<file path="config.mk">
export PLATFORM = sky130hd
export DESIGN_NAME = fwd_unit
export DESIGN_NICKNAME = d
export VERILOG_FILES = /design/src/rtl/fwd_pkg.sv /design/src/rtl/fwd_ctrl.sv /design/src/rtl/fwd_datapath.sv /design/src/rtl/fwd_unit.sv
export SDC_FILE = /design/constraint.sdc
export NUM_CORES = 1
export LEC_CHECK = 0
export ABC_AREA = 1
export ABC_CLOCK_PERIOD_IN_PS = 1900
export BUFFER_PORTS_ARGS = -buffer_cell sky130_fd_sc_hd__buf_2
export CORE_AREA = 2 2 84 86
export DETAILED_ROUTE_END_ITERATION = 6
export DIE_AREA = 0 0 86 88
export PLACE_DENSITY = 0.71
export SLEW_MARGIN = 20
export SYNTH_ARGS = -nofsm -noshare
export SYNTH_HDL_FRONTEND = slang
export SYNTH_SLANG_ARGS = --single-unit
</file>
<file path="constraint.sdc">
create_clock -name vclk -period 1.9
set_input_delay 0.38 -clock vclk [all_inputs]
set_output_delay 0.38 -clock vclk [all_outputs]
set_load 0.02 [all_outputs]
</file>
<file path="src/rtl/fwd_pkg.sv">
package fwd_pkg;

  typedef enum logic [1:0] {
    SEL_RF  = 2'b00,
    SEL_WB  = 2'b01,
    SEL_EXM = 2'b10
  } fwdSel_e;

  localparam int NUM_OPS = 2;

  typedef struct packed {
    fwdSel_e selB;
    fwdSel_e selA;
  } fwdStrobes_t;

endpackage

</file>
<file path="src/rtl/fwd_ctrl.sv">
module fwd_ctrl
  import fwd_pkg::*;
#(
  parameter int REG_ADDR_W = 5
) (
  input  logic [REG_ADDR_W-1:0] srcRegA,
  input  logic [REG_ADDR_W-1:0] srcRegB,
  input  logic [REG_ADDR_W-1:0] exmDst,
  input  logic                  exmWrEn,
  input  logic [REG_ADDR_W-1:0] wbDst,
  input  logic                  wbWrEn,
  output fwdStrobes_t           strobes
);

  localparam logic [REG_ADDR_W-1:0] ZERO_REG = '0;

  logic exmLive;
  logic wbLive;
  logic [REG_ADDR_W-1:0] srcRegs [NUM_OPS];
  fwdSel_e sels [NUM_OPS];

  // A producer counts only when it writes and its target is not the hardwired zero register
  assign exmLive = exmWrEn && (exmDst != ZERO_REG);
  assign wbLive  = wbWrEn && (wbDst != ZERO_REG);

  assign srcRegs[0] = srcRegA;
  assign srcRegs[1] = srcRegB;

  for (genvar op = 0; op < NUM_OPS; op++) begin : g_op
    logic hitExm;
    logic hitWb;

    assign hitExm = exmLive && (exmDst == srcRegs[op]);
    assign hitWb  = wbLive && (wbDst == srcRegs[op]);

    // The newer producer is checked first
    always_comb begin
      if (hitExm)     sels[op] = SEL_EXM;
      else if (hitWb) sels[op] = SEL_WB;
      else            sels[op] = SEL_RF;
    end
  end

  assign strobes.selA = sels[0];
  assign strobes.selB = sels[1];

endmodule

</file>
<file path="src/rtl/fwd_datapath.sv">
module fwd_datapath
  import fwd_pkg::*;
#(
  parameter int DATA_W = 32
) (
  input  fwdStrobes_t       strobes,
  input  logic [DATA_W-1:0] rfValA,
  input  logic [DATA_W-1:0] rfValB,
  input  logic [DATA_W-1:0] exmResult,
  input  logic [DATA_W-1:0] wbValue,
  output logic [DATA_W-1:0] opA,
  output logic [DATA_W-1:0] opB
);

  logic [DATA_W-1:0] rfVals [NUM_OPS];
  logic [DATA_W-1:0] ops    [NUM_OPS];
  fwdSel_e           sels   [NUM_OPS];

  assign rfVals[0] = rfValA;
  assign rfVals[1] = rfValB;
  assign sels[0]   = strobes.selA;
  assign sels[1]   = strobes.selB;

  for (genvar op = 0; op < NUM_OPS; op++) begin : g_mux
    always_comb begin
      unique case (sels[op])
        SEL_EXM: ops[op] = exmResult;
        SEL_WB:  ops[op] = wbValue;
        default: ops[op] = rfVals[op]; // the unused code 11 also selects the register file
      endcase
    end
  end

  assign opA = ops[0];
  assign opB = ops[1];

endmodule

</file>
<file path="src/rtl/fwd_unit.sv">
module fwd_unit
  import fwd_pkg::*;
#(
  parameter int REG_ADDR_W = 5,
  parameter int DATA_W     = 32
) (
  input  logic [REG_ADDR_W-1:0] srcRegA,
  input  logic [REG_ADDR_W-1:0] srcRegB,
  input  logic [REG_ADDR_W-1:0] exmDst,
  input  logic                  exmWrEn,
  input  logic [REG_ADDR_W-1:0] wbDst,
  input  logic                  wbWrEn,
  input  logic [DATA_W-1:0]     rfValA,
  input  logic [DATA_W-1:0]     rfValB,
  input  logic [DATA_W-1:0]     exmResult,
  input  logic [DATA_W-1:0]     wbValue,
  output logic [1:0]            selA,
  output logic [1:0]            selB,
  output logic [DATA_W-1:0]     opA,
  output logic [DATA_W-1:0]     opB
);

  fwdStrobes_t strobes;

  fwd_ctrl #(
    .REG_ADDR_W(REG_ADDR_W)
  ) i_ctrl (
    .srcRegA(srcRegA),
    .srcRegB(srcRegB),
    .exmDst (exmDst),
    .exmWrEn(exmWrEn),
    .wbDst  (wbDst),
    .wbWrEn (wbWrEn),
    .strobes(strobes)
  );

  fwd_datapath #(
    .DATA_W(DATA_W)
  ) i_dp (
    .strobes  (strobes),
    .rfValA   (rfValA),
    .rfValB   (rfValB),
    .exmResult(exmResult),
    .wbValue  (wbValue),
    .opA      (opA),
    .opB      (opB)
  );

  assign selA = strobes.selA;
  assign selB = strobes.selB;

endmodule

</file>
* Yosys cells after proc, flatten, opt, wreduce, memory -nomap -nowiden
Index checks and enable logic that the tools add are counted.
** Word-level totals
- Logic and storage cells :: 22
- Flip-flop bits (word level) :: 0
- Output and inout bits :: 68
- Input port bits :: 150
** Cells by class
- Equality and inequality tests :: 8
- Reduce and logical (&&, ||, !) cells :: 8
- Mux-type cells :: 6
** Operator list (count)
- one-hot mux 32 bit (2 select lines) :: 2
- == test 5 bit :: 4
- nonzero test 5 bit :: 2
- logical AND 1 bit :: 6
- == test 2 x 1 -> 1 bit, second input constant :: 2
- == test 2 bit, second input constant :: 2
- 2-to-1 mux 2 bit :: 2
- 2-to-1 mux 1 bit :: 2

* Longest topological paths before layout
- Depth after elaboration :: 7
- Depth in mapped cells :: 10
- Depth with buffers taken out :: 9

* Modules after synthesis
From an unflattened synthesis, not the netlist that was laid out.
** Second synthesis, totals
- Cells, all modules :: 503
- Area total of the unflattened synthesis :: 2125.8 sq um
** Modules (own cells, without submodules)
- fwd_datapath :: area each 1747.9 sq um, cells each 420, sequential area each 0.0 sq um, times used 1
- fwd_ctrl :: area each 377.9 sq um, cells each 83, sequential area each 0.0 sq um, times used 1

* Worst setup path before layout
Ideal clock, no wire load.
- Path kind :: input-to-output
- From :: in exmDst[1]
- To :: out selA[0]
- Cell stages on the path :: 8
- Setup slack :: 0.074 ns
- Required time :: 1.520 ns
- Buffers on the path :: 1
- Arrival :: 1.446 ns
- Cells stage by stage :: nor2_1 nand3b_1 nand2_1 inv_1 nand3_1 inv_2 buf_2 nor3_1
** Between the ends
- Cells in the longest elaborated chain, start to end :: 4
** RTL lines
- start, declared :: line fwd_unit.sv:9 : input logic [REG_ADDR_W-1:0] exmDst,
- nonzero test 5 bit :: line fwd_ctrl.sv:23 : assign exmLive = exmWrEn && (exmDst != ZERO_REG);
- logical AND 1 bit :: line fwd_ctrl.sv:23
- logical AND 1 bit * :: line fwd_ctrl.sv:33 : assign hitExm = exmLive && (exmDst == srcRegs[op]);
- net i_ctrl.g_op[0].hitExm :: line fwd_ctrl.sv:30 : logic hitExm;
- 2-to-1 mux 2 bit * :: line fwd_ctrl.sv:38 : if (hitExm) sels[op] = SEL_EXM;
- end, declared :: line fwd_unit.sv:17 : output logic [1:0] selA,
The timed path passes the listed nets; every way through them passes the cells marked *.

* Worst setup path after layout
- From :: in srcRegB[1]
- To :: out opB[15]
** Between the ends
- Cells in the longest elaborated chain, start to end :: 6
** RTL lines
- start, declared :: line fwd_unit.sv:8 : input logic [REG_ADDR_W-1:0] srcRegB,
- == test 5 bit :: line fwd_ctrl.sv:34 : assign hitWb = wbLive && (wbDst == srcRegs[op]);
- logical AND 1 bit :: line fwd_ctrl.sv:34
- 2-to-1 mux 1 bit :: line fwd_ctrl.sv:39 : else if (hitWb) sels[op] = SEL_WB;
- 2-to-1 mux 2 bit * :: line fwd_ctrl.sv:38
- == test 2 x 1 -> 1 bit / == test 2 bit (equally long branches) :: line fwd_datapath.sv:26 : unique case (sels[op])
- one-hot mux 32 bit (2 select lines) * :: line fwd_datapath.sv:26
- end, declared :: line fwd_unit.sv:20 : output logic [DATA_W-1:0] opB
Every way passes the cells marked *; elsewhere a longest branch is shown, timed or not.

==> results.md <==
* Pin count of the biggest net entering global routing at 39
* Die Width at 86 um
* Finish-stage setup viols at 66
* # fillers at 483
* Final period util at 1.09
* Synth cell types at 18
* Clock buf count at 0
* Placer congestion estimate at 0.855
* Initial Util at 0.293
* Row count at 30
* Most common cell in the netlist: nand3_1
* Seq cells at 0
* Proportion of synthesized chip area in sequential cells at 0
* Synth-to-layout area growth at 146%
* Final Cell Area at 0.00478 sq mm
* Num ports at 218
* Via Count at 4,043
* WL per Instance at 19.8 um
* Starting DRT DRC Count at 351
* Status: finished with violations
* Syn_nets at 539
* Placed cell area at 0.00319 sq mm
* Fin crit period at 2.07 ns
* Top cell type by total area after synthesis: nand3_1
* DRT Wirelength at 13,600 um
* Overflow after GRT at 0
* Vias per cell at 5.87
* Fin. max-slew vios at 0
* Drt first pass iters at 5
* GRT Util Overall at 0.283
* Unrepaired setup endpoints after global routing: true
* Core ar. at 0.00664 sq mm
* WS Path Type: input port to primary output
* DRC errors left at 0
* Slew at the pin with the worst max-slew slack at 0.232 ns
* Mean Syn Cell Area at 5.01 sq um
* Share of the synthesized area in the top cell type at 0.498
* First-pass GRT wire length at 17,300 um
* Port Buffers at 218
* Arr. time, crit path at 1.69 ns
* CP Data Required Time at 1.52 ns
* Peak supply drop at 0.000138 V
* Final Hold Viols at 0
* Fmax at 483 MHz
* Die height at 88 um
* YS warnings at 0
* Cell Count Post-Placement at 670
* Worst setup EP type: primary output
* Initial antenna violation count at 1
* Register area at 0 sq um
* Relative slew margins at 0.845
* Max Cap Viol at 0
* Critical Path Fanout Max at 17
* Worst Hold Class: input port to primary output
* Static leakage at 0.00251 uW
* Area contributors post-synth: nand3_1 (50%), nand2_1 (20%), buf_6 (5.2%)
* DIE AREA at 0.00757 sq mm
* Most common library cells after synthesis: nand3_1 (194), nand2_1 (105), buf_2 (17)
* Non-filler instance count after layout at 689
* P per Cell Area at 218 mW/mm^2
* Final worst slack at -0.172 ns
* Share of cells above drive strength 1 at 0.681
* Nets@finish at 760
* Mapped Cells at 389
* Routed Antenna Nets at 0
* Mapped Area at 0.00195 sq mm
* Hpwl dp at 7370 um
* Failing checks: setup timing
* Hold_buf cts at 0
* Startpoint Class: input port
* Vias in the first global route at 3,574
==> through the flow <==
stage	utilization	hold slack (ns)	worst slack [ns]	TNS, ns	total power (uW)
CTS	0.627	1.07	-0.104	-4.83	900
global route	0.720	1.09	-0.245	-12.71	1100
detailed placement	0.481	1.11	-0.131	-5.35	701
finish	0.720	1.07	-0.172	-8.03	1050
floorplan	-	0.962	0.0740	0	359
global placement	0.481	1.11	-0.111	-3.78	693
==> critical path: stages <==
cell and delay [ns]:
buf_8 0.11, buf_4 0.13, xnor2_1 0.14, nand2_1 0.06
nor2_1 0.12, nand3_2 0.15, buf_12 0.20, nand3_1 0.10
nand3_1 0.11, buf_4 0.18
==> metal layers <==
layer	track usage	wire length, um	vias to the layer above	part of all wire
li1	-	-	1767	-
met5	0	0	-	0
met3	0.0254	1130	48	0.083
met2	0.557	7350	296	0.54
met4	0.0765	331	0	0.024
met1	0.323	4810	1932	0.35
==> power breakdown <==
part / total (uW) / leakage, uW / internal, uW / switching, uW
clock: 0.0000704 / 0.00000000634 / 0.0000704 / 0
combinational: 1050 / 0.00251 / 512 / 533
sequential: 0 / 0 / 0 / 0
total: 1050 / 0.00251 / 512 / 533
==> cell families (layout without fill, tap and decap cells) <==
kind of cell	after synthesis	after routing	synth area share
buffers and inverters	51	270	0.159
XOR/XNOR	12	12	0.0539
AND/OR/NAND/NOR	326	326	0.787
other	0	1	0
==> worst paths after layout <==
path	slack, ns	cells past startpoint	start	endpoint
max	-0.17	10	srcRegB[1]	opB[15]
min	1.07	4	exmResult[1]	opA[1]
==> cells in the final DEF, fill, tap and decap left out, drive strengths merged <==
| cell | instances |
|---|---|
| xor2 | 6 |
| clkbuf | 3 |
| nand3b | 1 |
| nand3 | 199 |
| inv | 16 |
| diode | 1 |
| xnor2 | 6 |
| nor3 | 1 |
| clkinv | 1 |
| buf | 250 |
| nand2 | 106 |
| nor2b | 2 |
| nor2 | 17 |
==> timing repair <==
action | 4_1_cts | 5_1_grt
buffers inserted | 9 | 0
setup endpoints to repair | 66 | 68
gates resized for setup | 196 | 133
gates cloned | 8 | 3
pin swaps | 23 | 18
==> layout make-up <==
type                            instances  area (sq um)  area share
Multi-Input combinational cell        338          2380       0.497
Antenna cell                            1          2.50    0.000523
Timing Repair Buffer                  253          2230       0.465
Tap cell                               80           100      0.0209
Inverter                               17          78.8      0.0165
Power figures use the tool's default switching activity.
